## config.mk

```make
export PLATFORM = sky130hd
export DESIGN_NAME = gpio_port
export DESIGN_NICKNAME = d
export VERILOG_FILES = /design/src/rtl/gpio_pkg.sv /design/src/rtl/gpio_sync.sv /design/src/rtl/gpio_regs.sv /design/src/rtl/gpio_padctl.sv /design/src/rtl/gpio_readback.sv /design/src/rtl/gpio_port.sv
export SDC_FILE = /design/constraint.sdc
export NUM_CORES = 1
export LEC_CHECK = 0
export ABC_AREA = 1
export CAP_MARGIN = 20
export CORE_MARGIN = 2
export CORE_UTILIZATION = 35
export CTS_CLUSTER_SIZE = 14
export DETAILED_ROUTE_END_ITERATION = 10
export HOLD_SLACK_MARGIN = 0.12
export PLACE_DENSITY_LB_ADDON = 0.25
export SLEW_MARGIN = 5
export SYNTH_ARGS = -nofsm -noshare
export SYNTH_HDL_FRONTEND = slang
export SYNTH_SLANG_ARGS = --single-unit
export TNS_END_PERCENT = 5
```

## constraint.sdc

```tcl
create_clock -name clk -period 4.16 [get_ports clk]
set_clock_uncertainty 0.2 [all_clocks]
set_input_delay 0.624 -clock clk [delete_from_list [all_inputs] [get_ports clk]]
set_output_delay 0.624 -clock clk [all_outputs]
set_load 0.05 [all_outputs]
```

## src/rtl/gpio_pkg.sv

```systemverilog
package gpio_pkg;
  typedef enum logic {
    SEL_DATA = 1'b0,
    SEL_DIR  = 1'b1
  } gpio_sel_e;
endpackage

```

## src/rtl/gpio_sync.sv

```systemverilog
module gpio_sync #(
  parameter int WIDTH  = 8,
  parameter int STAGES = 2
) (
  input  logic             clk,
  input  logic             rst,
  input  logic [WIDTH-1:0] din,
  output logic [WIDTH-1:0] dout
);
  logic [WIDTH-1:0] stage_q [STAGES];

  genvar s;
  generate
    for (s = 0; s < STAGES; s++) begin : g_stage
      if (s == 0) begin : g_first
        always_ff @(posedge clk) begin
          if (rst) stage_q[0] <= '0;
          else     stage_q[0] <= din;
        end
      end else begin : g_next
        always_ff @(posedge clk) begin
          if (rst) stage_q[s] <= '0;
          else     stage_q[s] <= stage_q[s-1];
        end
      end
    end
  endgenerate

  assign dout = stage_q[STAGES-1];
endmodule

```

## src/rtl/gpio_regs.sv

```systemverilog
module gpio_regs
  import gpio_pkg::*;
#(
  parameter int WIDTH = 8
) (
  input  logic             clk,
  input  logic             rst,
  input  logic             wr_en,
  input  gpio_sel_e        sel,
  input  logic [WIDTH-1:0] wr_data,
  input  logic [WIDTH-1:0] wr_mask,
  input  logic [WIDTH-1:0] pin_view,
  output logic [WIDTH-1:0] dir_q,
  output logic [WIDTH-1:0] latch_q
);
  logic wr_dir, wr_dat;
  logic [WIDTH-1:0] dir_next, latch_next;

  assign wr_dir = wr_en && (sel == SEL_DIR);
  assign wr_dat = wr_en && (sel == SEL_DATA);

  // Direction merges with its own stored value.
  assign dir_next = (dir_q & ~wr_mask) | (wr_data & wr_mask);

  // Data merges with what a read would return (synchronized pins, analog zeroed).
  assign latch_next = (pin_view & ~wr_mask) | (wr_data & wr_mask);

  always_ff @(posedge clk) begin
    if (rst)         dir_q <= '1;
    else if (wr_dir) dir_q <= dir_next;
  end

  // The latch has no reset.
  always_ff @(posedge clk) begin
    if (wr_dat) latch_q <= latch_next;
  end

  p_dir_reset_r1: assert property (@(posedge clk) rst |=> (dir_q == '1))
    else $error("direction not all inputs after reset");

  p_dir_masked_r8: assert property (@(posedge clk) disable iff (rst)
    wr_dir |=> ((dir_q & ~$past(wr_mask)) == ($past(dir_q) & ~$past(wr_mask))))
    else $error("unmasked direction bit changed");

  p_dir_untouched_r5: assert property (@(posedge clk) disable iff (rst)
    !wr_dir |=> $stable(dir_q))
    else $error("direction changed without a direction write");
endmodule

```

## src/rtl/gpio_padctl.sv

```systemverilog
module gpio_padctl #(
  parameter int WIDTH   = 8,
  parameter int OVR_LO  = 4,
  parameter int OVR_NUM = 2
) (
  input  logic               clk,
  input  logic               rst,
  input  logic [WIDTH-1:0]   dir_q,
  input  logic [WIDTH-1:0]   latch_q,
  input  logic [OVR_NUM-1:0] ovr_en,
  output logic [WIDTH-1:0]   pad_oe,
  output logic [WIDTH-1:0]   pad_out
);
  logic [WIDTH-1:0] ovr_mask;

  genvar i;
  generate
    for (i = 0; i < WIDTH; i++) begin : g_pin
      if (i >= OVR_LO && i < OVR_LO + OVR_NUM) begin : g_ovr
        assign ovr_mask[i] = ovr_en[i-OVR_LO];
      end else begin : g_plain
        assign ovr_mask[i] = 1'b0;
      end
    end
  endgenerate

  always_ff @(posedge clk) begin
    if (rst) begin
      pad_oe  <= '0;
      pad_out <= '0;
    end else begin
      pad_oe  <= ~dir_q & ~ovr_mask;
      pad_out <= latch_q;
    end
  end

  genvar k;
  generate
    for (k = 0; k < OVR_NUM; k++) begin : g_chk
      p_ovr_off_r9: assert property (@(posedge clk) disable iff (rst)
        ovr_en[k] |=> !pad_oe[OVR_LO+k])
        else $error("override pin still driven");
    end
  endgenerate

  p_input_hiz_r2: assert property (@(posedge clk) disable iff (rst)
    1'b1 |=> ((pad_oe & $past(dir_q)) == '0))
    else $error("pin driven while direction is input");
endmodule

```

## src/rtl/gpio_readback.sv

```systemverilog
module gpio_readback
  import gpio_pkg::*;
#(
  parameter int WIDTH = 8
) (
  input  logic             clk,
  input  logic             rst,
  input  logic             rd_en,
  input  gpio_sel_e        sel,
  input  logic [WIDTH-1:0] pins_sync,
  input  logic [WIDTH-1:0] ana_sel,
  input  logic [WIDTH-1:0] dir_q,
  output logic [WIDTH-1:0] pin_view,
  output logic [WIDTH-1:0] rd_data
);
  assign pin_view = pins_sync & ~ana_sel;

  always_ff @(posedge clk) begin
    if (rst)        rd_data <= '0;
    else if (rd_en) rd_data <= (sel == SEL_DIR) ? dir_q : pin_view;
  end

  p_ana_zero_r4: assert property (@(posedge clk) disable iff (rst)
    (rd_en && sel == SEL_DATA) |=> ((rd_data & $past(ana_sel)) == '0))
    else $error("analog pin read nonzero");

  p_hold_r11: assert property (@(posedge clk) disable iff (rst)
    !rd_en |=> $stable(rd_data))
    else $error("read data moved without a strobe");
endmodule

```

## src/rtl/gpio_port.sv

```systemverilog
module gpio_port
  import gpio_pkg::*;
#(
  parameter int WIDTH     = 8,
  parameter int SYNC_LEN  = 2,
  parameter int OVR_LO    = 4,
  parameter int OVR_NUM   = 2
) (
  input  logic               clk,
  input  logic               rst,
  input  logic               wr_en,
  input  logic               rd_en,
  input  logic               addr,
  input  logic [WIDTH-1:0]   wr_data,
  input  logic [WIDTH-1:0]   wr_mask,
  output logic [WIDTH-1:0]   rd_data,
  input  logic [WIDTH-1:0]   ana_sel,
  input  logic [OVR_NUM-1:0] ovr_en,
  input  logic [WIDTH-1:0]   pad_in,
  output logic [WIDTH-1:0]   pad_oe,
  output logic [WIDTH-1:0]   pad_out
);
  gpio_sel_e        sel;
  logic [WIDTH-1:0] pins_sync, pin_view, dir_q, latch_q;

  assign sel = gpio_sel_e'(addr);

  gpio_sync #(.WIDTH(WIDTH), .STAGES(SYNC_LEN)) u_sync (
    .clk(clk), .rst(rst), .din(pad_in), .dout(pins_sync)
  );

  gpio_readback #(.WIDTH(WIDTH)) u_rd (
    .clk(clk), .rst(rst), .rd_en(rd_en), .sel(sel), .pins_sync(pins_sync),
    .ana_sel(ana_sel), .dir_q(dir_q), .pin_view(pin_view), .rd_data(rd_data)
  );

  gpio_regs #(.WIDTH(WIDTH)) u_regs (
    .clk(clk), .rst(rst), .wr_en(wr_en), .sel(sel), .wr_data(wr_data),
    .wr_mask(wr_mask), .pin_view(pin_view), .dir_q(dir_q), .latch_q(latch_q)
  );

  gpio_padctl #(.WIDTH(WIDTH), .OVR_LO(OVR_LO), .OVR_NUM(OVR_NUM)) u_pad (
    .clk(clk), .rst(rst), .dir_q(dir_q), .latch_q(latch_q), .ovr_en(ovr_en),
    .pad_oe(pad_oe), .pad_out(pad_out)
  );
endmodule

```

==> results of run 1 <==
[metrics by stage]
stage | cells | instance area, um2 | power, mW
5_1_grt | 359 | 2770 | 1.10
4_1_cts | 359 | 2770 | 1.07
3_3_place_gp | 351 | 2670 | 0.763
3_5_place_dp | 351 | 2670 | 0.765
2_1_floorplan | 223 | 2020 | 0.691
6_report | 359 | 2770 | 1.06
[cell type report]
class                   instances  share of cell area [%]
clock buffers                   6                    2.98
multi-input cells             120                    21.5
repair buffers                 64                    23.0
inverters                      39                    5.42
flip-flops and latches         56                    43.4
clock inverters                 2                   0.542
well taps                      72                    3.25
[Yosys cell counts]
| master | count | area share (%) |
|---|---|---|
| inv_2 | 2 | 0.37 |
| nor2_1 | 31 | 5.8 |
| inv_1 | 35 | 6.5 |
| o21ai_1 | 4 | 0.99 |
| buf_6 | 3 | 1.7 |
| buf_8 | 1 | 0.74 |
| a21oi_2 | 15 | 6.5 |
| nand2_1 | 22 | 4.1 |
| inv_4 | 1 | 0.31 |
| nand2_2 | 1 | 0.31 |
| nand3_1 | 30 | 7.4 |
| buf_4 | 1 | 0.37 |
| clkinv_2 | 1 | 0.25 |
| o21ai_0 | 12 | 3.0 |
| nand4_1 | 2 | 0.62 |
| a21oi_1 | 1 | 0.25 |
| edfxtp_1 | 8 | 12 |
| buf_2 | 3 | 0.74 |
| nor3_1 | 2 | 0.50 |
| dfxtp_1 | 48 | 48 |
[cells by family (layout without fill, tap and decap cells)]
family	Yosys count	in the layout	share of synthesized area, %
buffers and inverters	47	111	11.0
AOI/OAI and AO/OA	32	32	10.7
DFF	56	56	59.6
and+or+nand+nor	88	88	18.7
[layer usage]
| metal | global-route usage, % | part of all wire (%) | wire length, um | vias to the layer above |
|---|---|---|---|---|
| met1 | 18.4 | 46 | 1960 | 711 |
| met3 | 4.19 | 6.5 | 276 | 6 |
| met2 | 24.6 | 47 | 2000 | 51 |
| met4 | 4.07 | 1.0 | 43 | 0 |
| li1 | - | - | - | 826 |
| met5 | 0 | 0 | 0 | - |
[power breakdown]
part | leakage (nW) | switching [mW] | internal [mW] | total (mW)
registers | 0.473 | 0.0121 | 0.576 | 0.588
clock network | 0.0434 | 0.170 | 0.135 | 0.305
logic | 0.630 | 0.0936 | 0.0694 | 0.163
[final timing paths]
path / start / to / slack (ns) / depth (start not counted)
setup / recovery: u_rd.rd_data[4] / rd_data[4] / 1.84 / 1
hold / removal: u_sync.stage_q[0][3] / u_sync.stage_q[1][3] / 0.21 / 2
setup reg to reg: u_sync.stage_q[1][1] / u_regs.latch_q[1] / 3.19 / 2
hold reg to reg: u_sync.stage_q[0][3] / u_sync.stage_q[1][3] / 0.21 / 2
==> results.sh, run 1 <==
export IMPL_path_cells="clkdlybuf4s50_1"
export IMPL_synth_warnings=0
export IMPL_utilization_pct=50.0
export IMPL_n_fill_cell=556
export IMPL_post_dp_hpwl_mm=3.07
export IMPL_cts_tree="yes"
export IMPL_critPathBufInv=1
export IMPL_worstMarginPinSlew_ns=0.708
export IMPL_die_y_um=79.9
export IMPL_fmax_mhz=430
export IMPL_fin_crit_sh_pct=55.9
export IMPL_cpMaxStageDelayCell="clkdlybuf4s50_1"
export IMPL_worstSetupPathType="reg2out"
export IMPL_cts_buffer_depth=2
export IMPL_power_density_nw_per_um2=381
export IMPL_synth_nets=262
export IMPL_viasPerCell=4.44
export IMPL_core_um2=5540
export IMPL_syn_inst=223
export IMPL_grt_max_degree=21
export IMPL_arrival_ns=1.50
export IMPL_mostFrequentLayoutCells="62 x clkdlybuf4s50_1, 48 x dfxtp_1, 35 x inv_1"
export IMPL_power_leakage_nw=1.15
export IMPL_slew_headroom_pct=52.6
export IMPL_antenna_found_initial=0
export IMPL_fin_tns_setup_ns=0
export IMPL_antenna_left=0
export IMPL_start_util_pct=36.4
export IMPL_status="finished clean"
export IMPL_first_global_vias=1557
export IMPL_cts_repair_resized=0
export IMPL_routed_wl_mm=4.28
export IMPL_cp_max_fo=2
export IMPL_num_rows=27
export IMPL_layout_commonest_cell="clkdlybuf4s50_1"
export IMPL_worstPathRequired_ns=3.34
export IMPL_finalHoldViolCount=0
export IMPL_vdd_ir_drop_max_v=0.000197
export IMPL_drtPass1Iterations=4
export IMPL_overflow=0
export IMPL_routabilityCongestion=0.775
export IMPL_multiInputGateArea_um2=594
export IMPL_grt_pass1_wl_mm=7.13
export IMPL_slew_violations=0
export IMPL_crit_path_max_incr_delay_ns=0.82
export IMPL_nets=325
export IMPL_start_kind="flop"
export IMPL_post_route_min_period_ns=2.32
export IMPL_finalSetupViolations=0
export IMPL_syn_area_um2=2020
export IMPL_cts_max_level=2
export IMPL_place_ws_ns=1.59
export IMPL_yosysSeqAreaShare_pct=59.6
export IMPL_drtIter0Drc=77
export IMPL_wire_per_inst_um=11.9
export IMPL_cts_root_buf="clkbuf_8"
export IMPL_cts_buffers=5
export IMPL_clock_sinks=56
export IMPL_post_cts_setup_buffer_count=0
export IMPL_hold_buffers=0
export IMPL_ys_types=20
export IMPL_cp_end_kind="output port"
export IMPL_fin_ws_ns=1.84
export IMPL_worstSkewPairLatency_ns=0.30
export IMPL_die_area_um2=6390
export IMPL_cts_clk_slew_worst_paths_ns=0.10
export IMPL_io_buffers=62
export IMPL_maxCapViolations=0
export IMPL_hp_class="reg2reg"
export IMPL_antenna_cells=0
export IMPL_rsz0062_at_grt="no"
export IMPL_area_delta_synth_final_pct=37.3
export IMPL_grt_usage_pct=14.7
export IMPL_drive_gt1_share_pct=10.5
export IMPL_whs_ns=0.208
export IMPL_die_x_um=79.9
export IMPL_num_vias=1594
export IMPL_avgSynthCellArea_um2=9.04
export IMPL_synth_seq_cells=56
export IMPL_seq_area_um2=1200
export IMPL_critPathTopFamily="buffers and inverters"
export IMPL_drc=0
export IMPL_ios=63
Note: power is estimated with default switching activity, not from simulation.
==> run 2: changes to the inputs <==
==> constraint.sdc (replaced) <==
create_clock -name clk -period 2.2 [get_ports clk]
set_clock_uncertainty 0.2 [all_clocks]
set_input_delay 0.33 -clock clk [delete_from_list [all_inputs] [get_ports clk]]
set_output_delay 0.33 -clock clk [all_outputs]
set_load 0.05 [all_outputs]
==> run 2 against run 1 <==
  * Critical path type unchanged
  * Cell area is 0.72% higher
  * Utilization grew 0.36 points
  * Critical endpoint is now rd_data[2]
  * Combinational power rose by 93%
  * Power up 87%
  * Largest cell class unchanged
==> results.sh, run 2 (synthesis gave the netlist of run 1 again) <==
export IMPL_critPathBufInv=1
export IMPL_hold_buffers=0
export IMPL_worstMarginPinSlew_ns=0.502
export IMPL_slew_headroom_pct=66.4
export IMPL_cts_clk_slew_worst_paths_ns=0.10
export IMPL_cp_depth=1
export IMPL_drc=0
export IMPL_hold_depth=2
export IMPL_cp_end_kind="output port"
export IMPL_die_x_um=79.9
export IMPL_core_um2=5540
export IMPL_antenna_left=0
export IMPL_crit_path_max_incr_delay_ns=0.81
export IMPL_combinationalPowerShare_pct=15.9
export IMPL_clock_sinks=56
export IMPL_drive_gt1_share_pct=11.7
export IMPL_cts_buffers=5
export IMPL_fmax_mhz=496
export IMPL_overflow=0
export IMPL_num_rows=27
export IMPL_post_route_min_period_ns=2.02
export IMPL_worstPathRequired_ns=1.67
export IMPL_start_util_pct=36.4
export IMPL_seqPwrFrac_pct=56.3
export IMPL_start_kind="flop"
export IMPL_post_dp_hpwl_mm=3.21
export IMPL_cts_repair_resized=0
export IMPL_finalSetupViolations=0
export IMPL_p_clk_share_pct=27.8
export IMPL_cts_root_buf="clkbuf_8"
export IMPL_post_cts_setup_buffer_count=0
export IMPL_reg2reg_depth=2
export IMPL_area_delta_synth_final_pct=38.3
export IMPL_cp_max_fo=2
export IMPL_num_vias=1642
export IMPL_vdd_ir_drop_max_v=0.000348
export IMPL_power_density_nw_per_um2=707
export IMPL_swShare_pct=26.7
export IMPL_cpMaxStageDelayCell="clkdlybuf4s50_1"
export IMPL_path_cells="clkdlybuf4s50_1"
export IMPL_arrival_ns=1.49
export IMPL_ios=63
export IMPL_viasPerCell=4.52
export IMPL_antenna_found_initial=0
export IMPL_hp_class="reg2reg"
export IMPL_cts_tree="yes"
export IMPL_fin_crit_sh_pct=91.7
export IMPL_status="finished clean"
export IMPL_rsz0062_at_grt="no"
export IMPL_wire_per_inst_um=12.0
export IMPL_routabilityCongestion=0.824
export IMPL_fin_tns_setup_ns=0
export IMPL_first_global_vias=1559
export IMPL_antenna_cells=0
export IMPL_final_cells=363
export IMPL_power_leakage_nw=1.17
export IMPL_p_total_mw=1.97
export IMPL_worstSkewPairLatency_ns=0.31
export IMPL_n_fill_cell=551
export IMPL_nets=329
export IMPL_finalHoldViolCount=0
export IMPL_p_int_mw=1.45
export IMPL_die_area_um2=6390
export IMPL_io_buffers=62
export IMPL_critPathTopFamily="buffers and inverters"
export IMPL_drtIter0Drc=86
export IMPL_mostFrequentLayoutCells="62 x clkdlybuf4s50_1, 48 x dfxtp_1, 35 x inv_1"
export IMPL_die_y_um=79.9
export IMPL_grt_max_degree=18
export IMPL_maxCapViolations=0
export IMPL_cts_buffer_depth=2
export IMPL_grt_pass1_wl_mm=7.02
export IMPL_placed_cells=355
export IMPL_worstSetupPathType="reg2out"
export IMPL_power_switching_uw=526
export IMPL_routed_wl_mm=4.37
export IMPL_grt_usage_pct=14.4
export IMPL_slew_violations=0
export IMPL_drtPass1Iterations=4
export IMPL_cts_max_level=2
export IMPL_layout_commonest_cell="clkdlybuf4s50_1"
==> run 2: cell types whose count changed in the layout (fill, tap and decap cells not counted) <==
cell	before	now
buf_4	2	6
clkinv_2	1	3
clkinvlp_4	2	0
clkbuf_8	6	5
clkinv_4	0	1
==> run 2: power groups by stage <==
stage                     logic (mW)  clock network, mW  registers [mW]
after floorplan                0.101                  0            1.21
after global placement         0.314                  0            1.14
after detailed placement       0.316                  0            1.14
after CTS                      0.317              0.567            1.11
after global routing           0.339              0.603            1.12
final                          0.314              0.548            1.11
==> run 2: layer usage <==
metal  part of all wire (%)  global-route usage [%]
met5                      0                       0
met2                     46                    23.9
met3                    7.6                    4.75
met1                     45                    17.5
met4                    1.5                    5.08
==> run 2: worst paths after layout <==
kind | startpoint | endpoint | slack [ns]
min reg2reg | u_sync.stage_q[0][1] | u_sync.stage_q[1][1] | 0.21
max | u_rd.rd_data[2] | rd_data[2] | 0.18
min | u_sync.stage_q[0][1] | u_sync.stage_q[1][1] | 0.21
max reg2reg | u_sync.stage_q[1][0] | u_regs.latch_q[0] | 1.18
==> run 2: per-stage QoR <==
stage / area, um2 / setup slack (ns) / utilization [%] / hold slack (ns)
floorplan: 2020 / 0.648 / - / 0.188
global placement: 2700 / 0.404 / 48.8 / 0.189
detailed placement: 2700 / 0.395 / 48.8 / 0.193
CTS: 2790 / 0.167 / 50.3 / 0.206
global route: 2790 / 0.138 / 50.3 / 0.218
finish: 2790 / 0.183 / 50.3 / 0.205
==> run 2: cell type report <==
type	instances	area, um2	share of cell area [%]
Sequential cell	56	1200	43.1
Inverter	39	150	5.38
Multi-Input combinational cell	120	594	21.3
Timing Repair Buffer	68	666	23.9
Clock buffer	5	68.8	2.47
Clock inverter	3	18.8	0.673
Tap cell	72	90.1	3.23
==> run 2: worst reg2reg max path, cell delays in order, from the launching register on <==
cell	delay (ns)
dfxtp_1	0.38
nand2_1	0.07
o21ai_0	0.20
==> run 3: changes to the inputs <==
--- a/config.mk
+++ b/config.mk
@@ -7,8 +7,10 @@
 export LEC_CHECK = 0
 export ABC_AREA = 1
 export CAP_MARGIN = 20
+export CELL_PAD_IN_SITES_DETAIL_PLACEMENT = 1
+export CELL_PAD_IN_SITES_GLOBAL_PLACEMENT = 2
 export CORE_MARGIN = 2
-export CORE_UTILIZATION = 35
+export CORE_UTILIZATION = 26
 export CTS_CLUSTER_SIZE = 14
 export DETAILED_ROUTE_END_ITERATION = 10
 export HOLD_SLACK_MARGIN = 0.12
@@ -16,5 +18,6 @@
 export SLEW_MARGIN = 5
 export SYNTH_ARGS = -nofsm -noshare
 export SYNTH_HDL_FRONTEND = slang
+export SYNTH_HIERARCHICAL = 1
 export SYNTH_SLANG_ARGS = --single-unit
 export TNS_END_PERCENT = 5
==> run 3 against run 2 <==
  * Clock-buffer cell count grew 1
  * Combinational power is essentially flat
  * Synthesized cell count grew 13%
  * Setup slack improved by 0.0082 ns
  * Wire length grew 4.9%
  * Critical path type unchanged
  * Largest cell class unchanged
==> results.sh, run 3 <==
export IMPL_avgSynthCellArea_um2=8.38
export IMPL_ys_types=17
export IMPL_cp_max_fo=2
export IMPL_drc=0
export IMPL_wire_per_inst_um=10.8
export IMPL_slew_violations=0
export IMPL_hold_buffers=0
export IMPL_r2r_end="u_regs/latch_q[1]"
export IMPL_cpMaxStageDelayCell="clkdlybuf4s50_1"
export IMPL_ios=63
export IMPL_rsz0062_at_grt="no"
export IMPL_use_met1_pct=14.1
export IMPL_met3_usage_pct=3.21
export IMPL_num_vias=1650
export IMPL_cts_buffers=5
export IMPL_hp_class="reg2reg"
export IMPL_synth_edff_count=8
export IMPL_antenna_left=0
export IMPL_core_um2=7810
export IMPL_drtIter0Drc=41
export IMPL_routed_wl_mm=4.58
export IMPL_busiest_layer="met2"
export IMPL_cts_root_buf="clkbuf_8"
export IMPL_reg2reg_depth=4
export IMPL_cts_max_level=2
export IMPL_critPathTopFamily="buffers and inverters"
export IMPL_vdd_ir_drop_max_v=0.000244
export IMPL_overflow=0
export IMPL_synthTopCellsByArea="dfxtp_1 45%, edfxtp_1 11%, inv_1 11%"
export IMPL_ys_flop_type="dfxtp_1"
export IMPL_layout_commonest_cell="inv_1"
export IMPL_post_dp_hpwl_mm=3.66
export IMPL_finalSetupViolations=0
export IMPL_syn_area_um2=2120
export IMPL_cp_depth=1
export IMPL_worstMarginPinSlew_ns=0.524
export IMPL_path_cells="clkdlybuf4s50_1"
export IMPL_place_ws_ns=0.438
export IMPL_synth_seq_cells=56
export IMPL_ys_async_sr_fraction_pct=0
export IMPL_synth_most_common_cell="inv_1"
export IMPL_num_rows=32
export IMPL_antenna_cells=0
export IMPL_synthTopCellsByCount="62 x inv_1, 48 x dfxtp_1, 33 x nor2_1"
export IMPL_worstSkewPairLatency_ns=0.30
export IMPL_synth_top_area_share_pct=45.3
export IMPL_fin_crit_sh_pct=91.3
export IMPL_endpoint="rd_data[1]"
export IMPL_synth_nets=292
export IMPL_arrival_ns=1.48
export IMPL_fin_ws_ns=0.191
export IMPL_worstSetupPathType="reg2out"
export IMPL_cts_repair_resized=0
export IMPL_slew_headroom_pct=65.0
export IMPL_finalHoldViolCount=0
export IMPL_area_delta_synth_final_pct=38.2
export IMPL_yosysTopAreaCell="dfxtp_1"
export IMPL_cts_tree="yes"
export IMPL_regToRegSetupSlack_ns=1.15
export IMPL_synth_warnings=6
export IMPL_grt_pass1_wl_mm=7.64
export IMPL_fmax_mhz=498
export IMPL_post_route_min_period_ns=2.01
export IMPL_yosysSeqAreaShare_pct=56.6
export IMPL_r2r_start="u_sync/stage_q[1][1]"
export IMPL_start_util_pct=27.2
export IMPL_die_y_um=94.3
export IMPL_grt_max_degree=20
export IMPL_die_x_um=94.3
export IMPL_status="finished clean"
export IMPL_post_cts_setup_buffer_count=0
export IMPL_n_fill_cell=925
export IMPL_power_leakage_nw=1.31
export IMPL_worstPathRequired_ns=1.67
export IMPL_start_kind="flop"
export IMPL_clock_sinks=56
export IMPL_critPathBufInv=1
export IMPL_fin_tns_setup_ns=0
export IMPL_syn_inst=253
export IMPL_maxCapViolations=0
export IMPL_mostFrequentLayoutCells="62 x inv_1, 61 x clkdlybuf4s50_1, 48 x dfxtp_1"
export IMPL_power_density_nw_per_um2=719
export IMPL_routabilityCongestion=0.689
export IMPL_cts_clk_slew_worst_paths_ns=0.09
export IMPL_viasPerCell=3.90
export IMPL_grt_usage_pct=11.2
export IMPL_antenna_found_initial=0
export IMPL_die_area_um2=8900
export IMPL_first_global_vias=1620
export IMPL_drtPass1Iterations=4
export IMPL_nets=359
export IMPL_io_buffers=62
export IMPL_crit_path_start="u_rd/rd_data[1]"
export IMPL_grt_use_met2_pct=18.3
export IMPL_crit_path_max_incr_delay_ns=0.82
export IMPL_cp_end_kind="output port"
export IMPL_drive_gt1_share_pct=8.41
export IMPL_cts_buffer_depth=2
## run 3: cell count changes after synthesis, sizes merged
cell   change
buf        -1
nand2      +4
nand3      -6
nor3       -2
inv       +27
nand4      -2
nor2      +10
## run 3: logic make-up after synthesis
| group | count (synthesis) | share of synthesized area, % |
|---|---|---|
| AOI/OAI and AO/OA | 32 | 7.55 |
| buffers and inverters | 73 | 16.3 |
| DFF | 56 | 56.6 |
| and+or+nand+nor | 92 | 19.5 |
## run 3: per-layer routing
layer / vias up / wire [um]
met2: 40 / 2180
met5: - / 0
li1: 890 / -
met1: 715 / 2090
met3: 5 / 257
met4: 0 / 48
## run 3: layout make-up
type	instances	area [um2]	share of cell area, %
Inverter	66	255	8.71
Tap cell	102	128	4.35
Clock buffer	6	82.6	2.82
Multi-Input combinational cell	124	573	19.5
Sequential cell	56	1200	41.0
Clock inverter	2	38.8	1.32
Timing Repair Buffer	67	653	22.3
## run 3: how the worst min path moves through the flow
| stage | slack (ns) | from | to | cells past startpoint |
|---|---|---|---|---|
| 2_1_floorplan | 0.19 | u_sync/stage_q[0][0] | u_sync/stage_q[1][0] | 2 |
| 4_1_cts | 0.21 | u_sync/stage_q[0][7] | u_sync/stage_q[1][7] | 2 |
| 3_5_place_dp | 0.20 | u_sync/stage_q[0][7] | u_sync/stage_q[1][7] | 2 |
| 6_report | 0.21 | u_sync/stage_q[0][7] | u_sync/stage_q[1][7] | 2 |
| 5_1_grt | 0.22 | u_sync/stage_q[0][0] | u_sync/stage_q[1][0] | 2 |
| 3_3_place_gp | 0.19 | u_sync/stage_q[0][0] | u_sync/stage_q[1][0] | 2 |
## run 3: report_power, final
group          switching (mW)  total [mW]  internal [mW]
sequential             0.0217        1.11           1.09
combinational           0.179       0.312          0.133
clock                   0.314       0.686          0.372
total                   0.514        2.11           1.59
## run 3: metrics by stage
stage	area, um2	utilization (%)	hold WS, ns	cells	total power, mW
6_report	2930	37.5	0.208	423	2.11
5_1_grt	2930	37.5	0.220	423	2.22
4_1_cts	2930	37.5	0.211	423	2.14
3_5_place_dp	2810	36.0	0.198	415	1.45
3_3_place_gp	2810	36.0	0.191	415	1.45
2_1_floorplan	2120	-	0.188	253	1.31
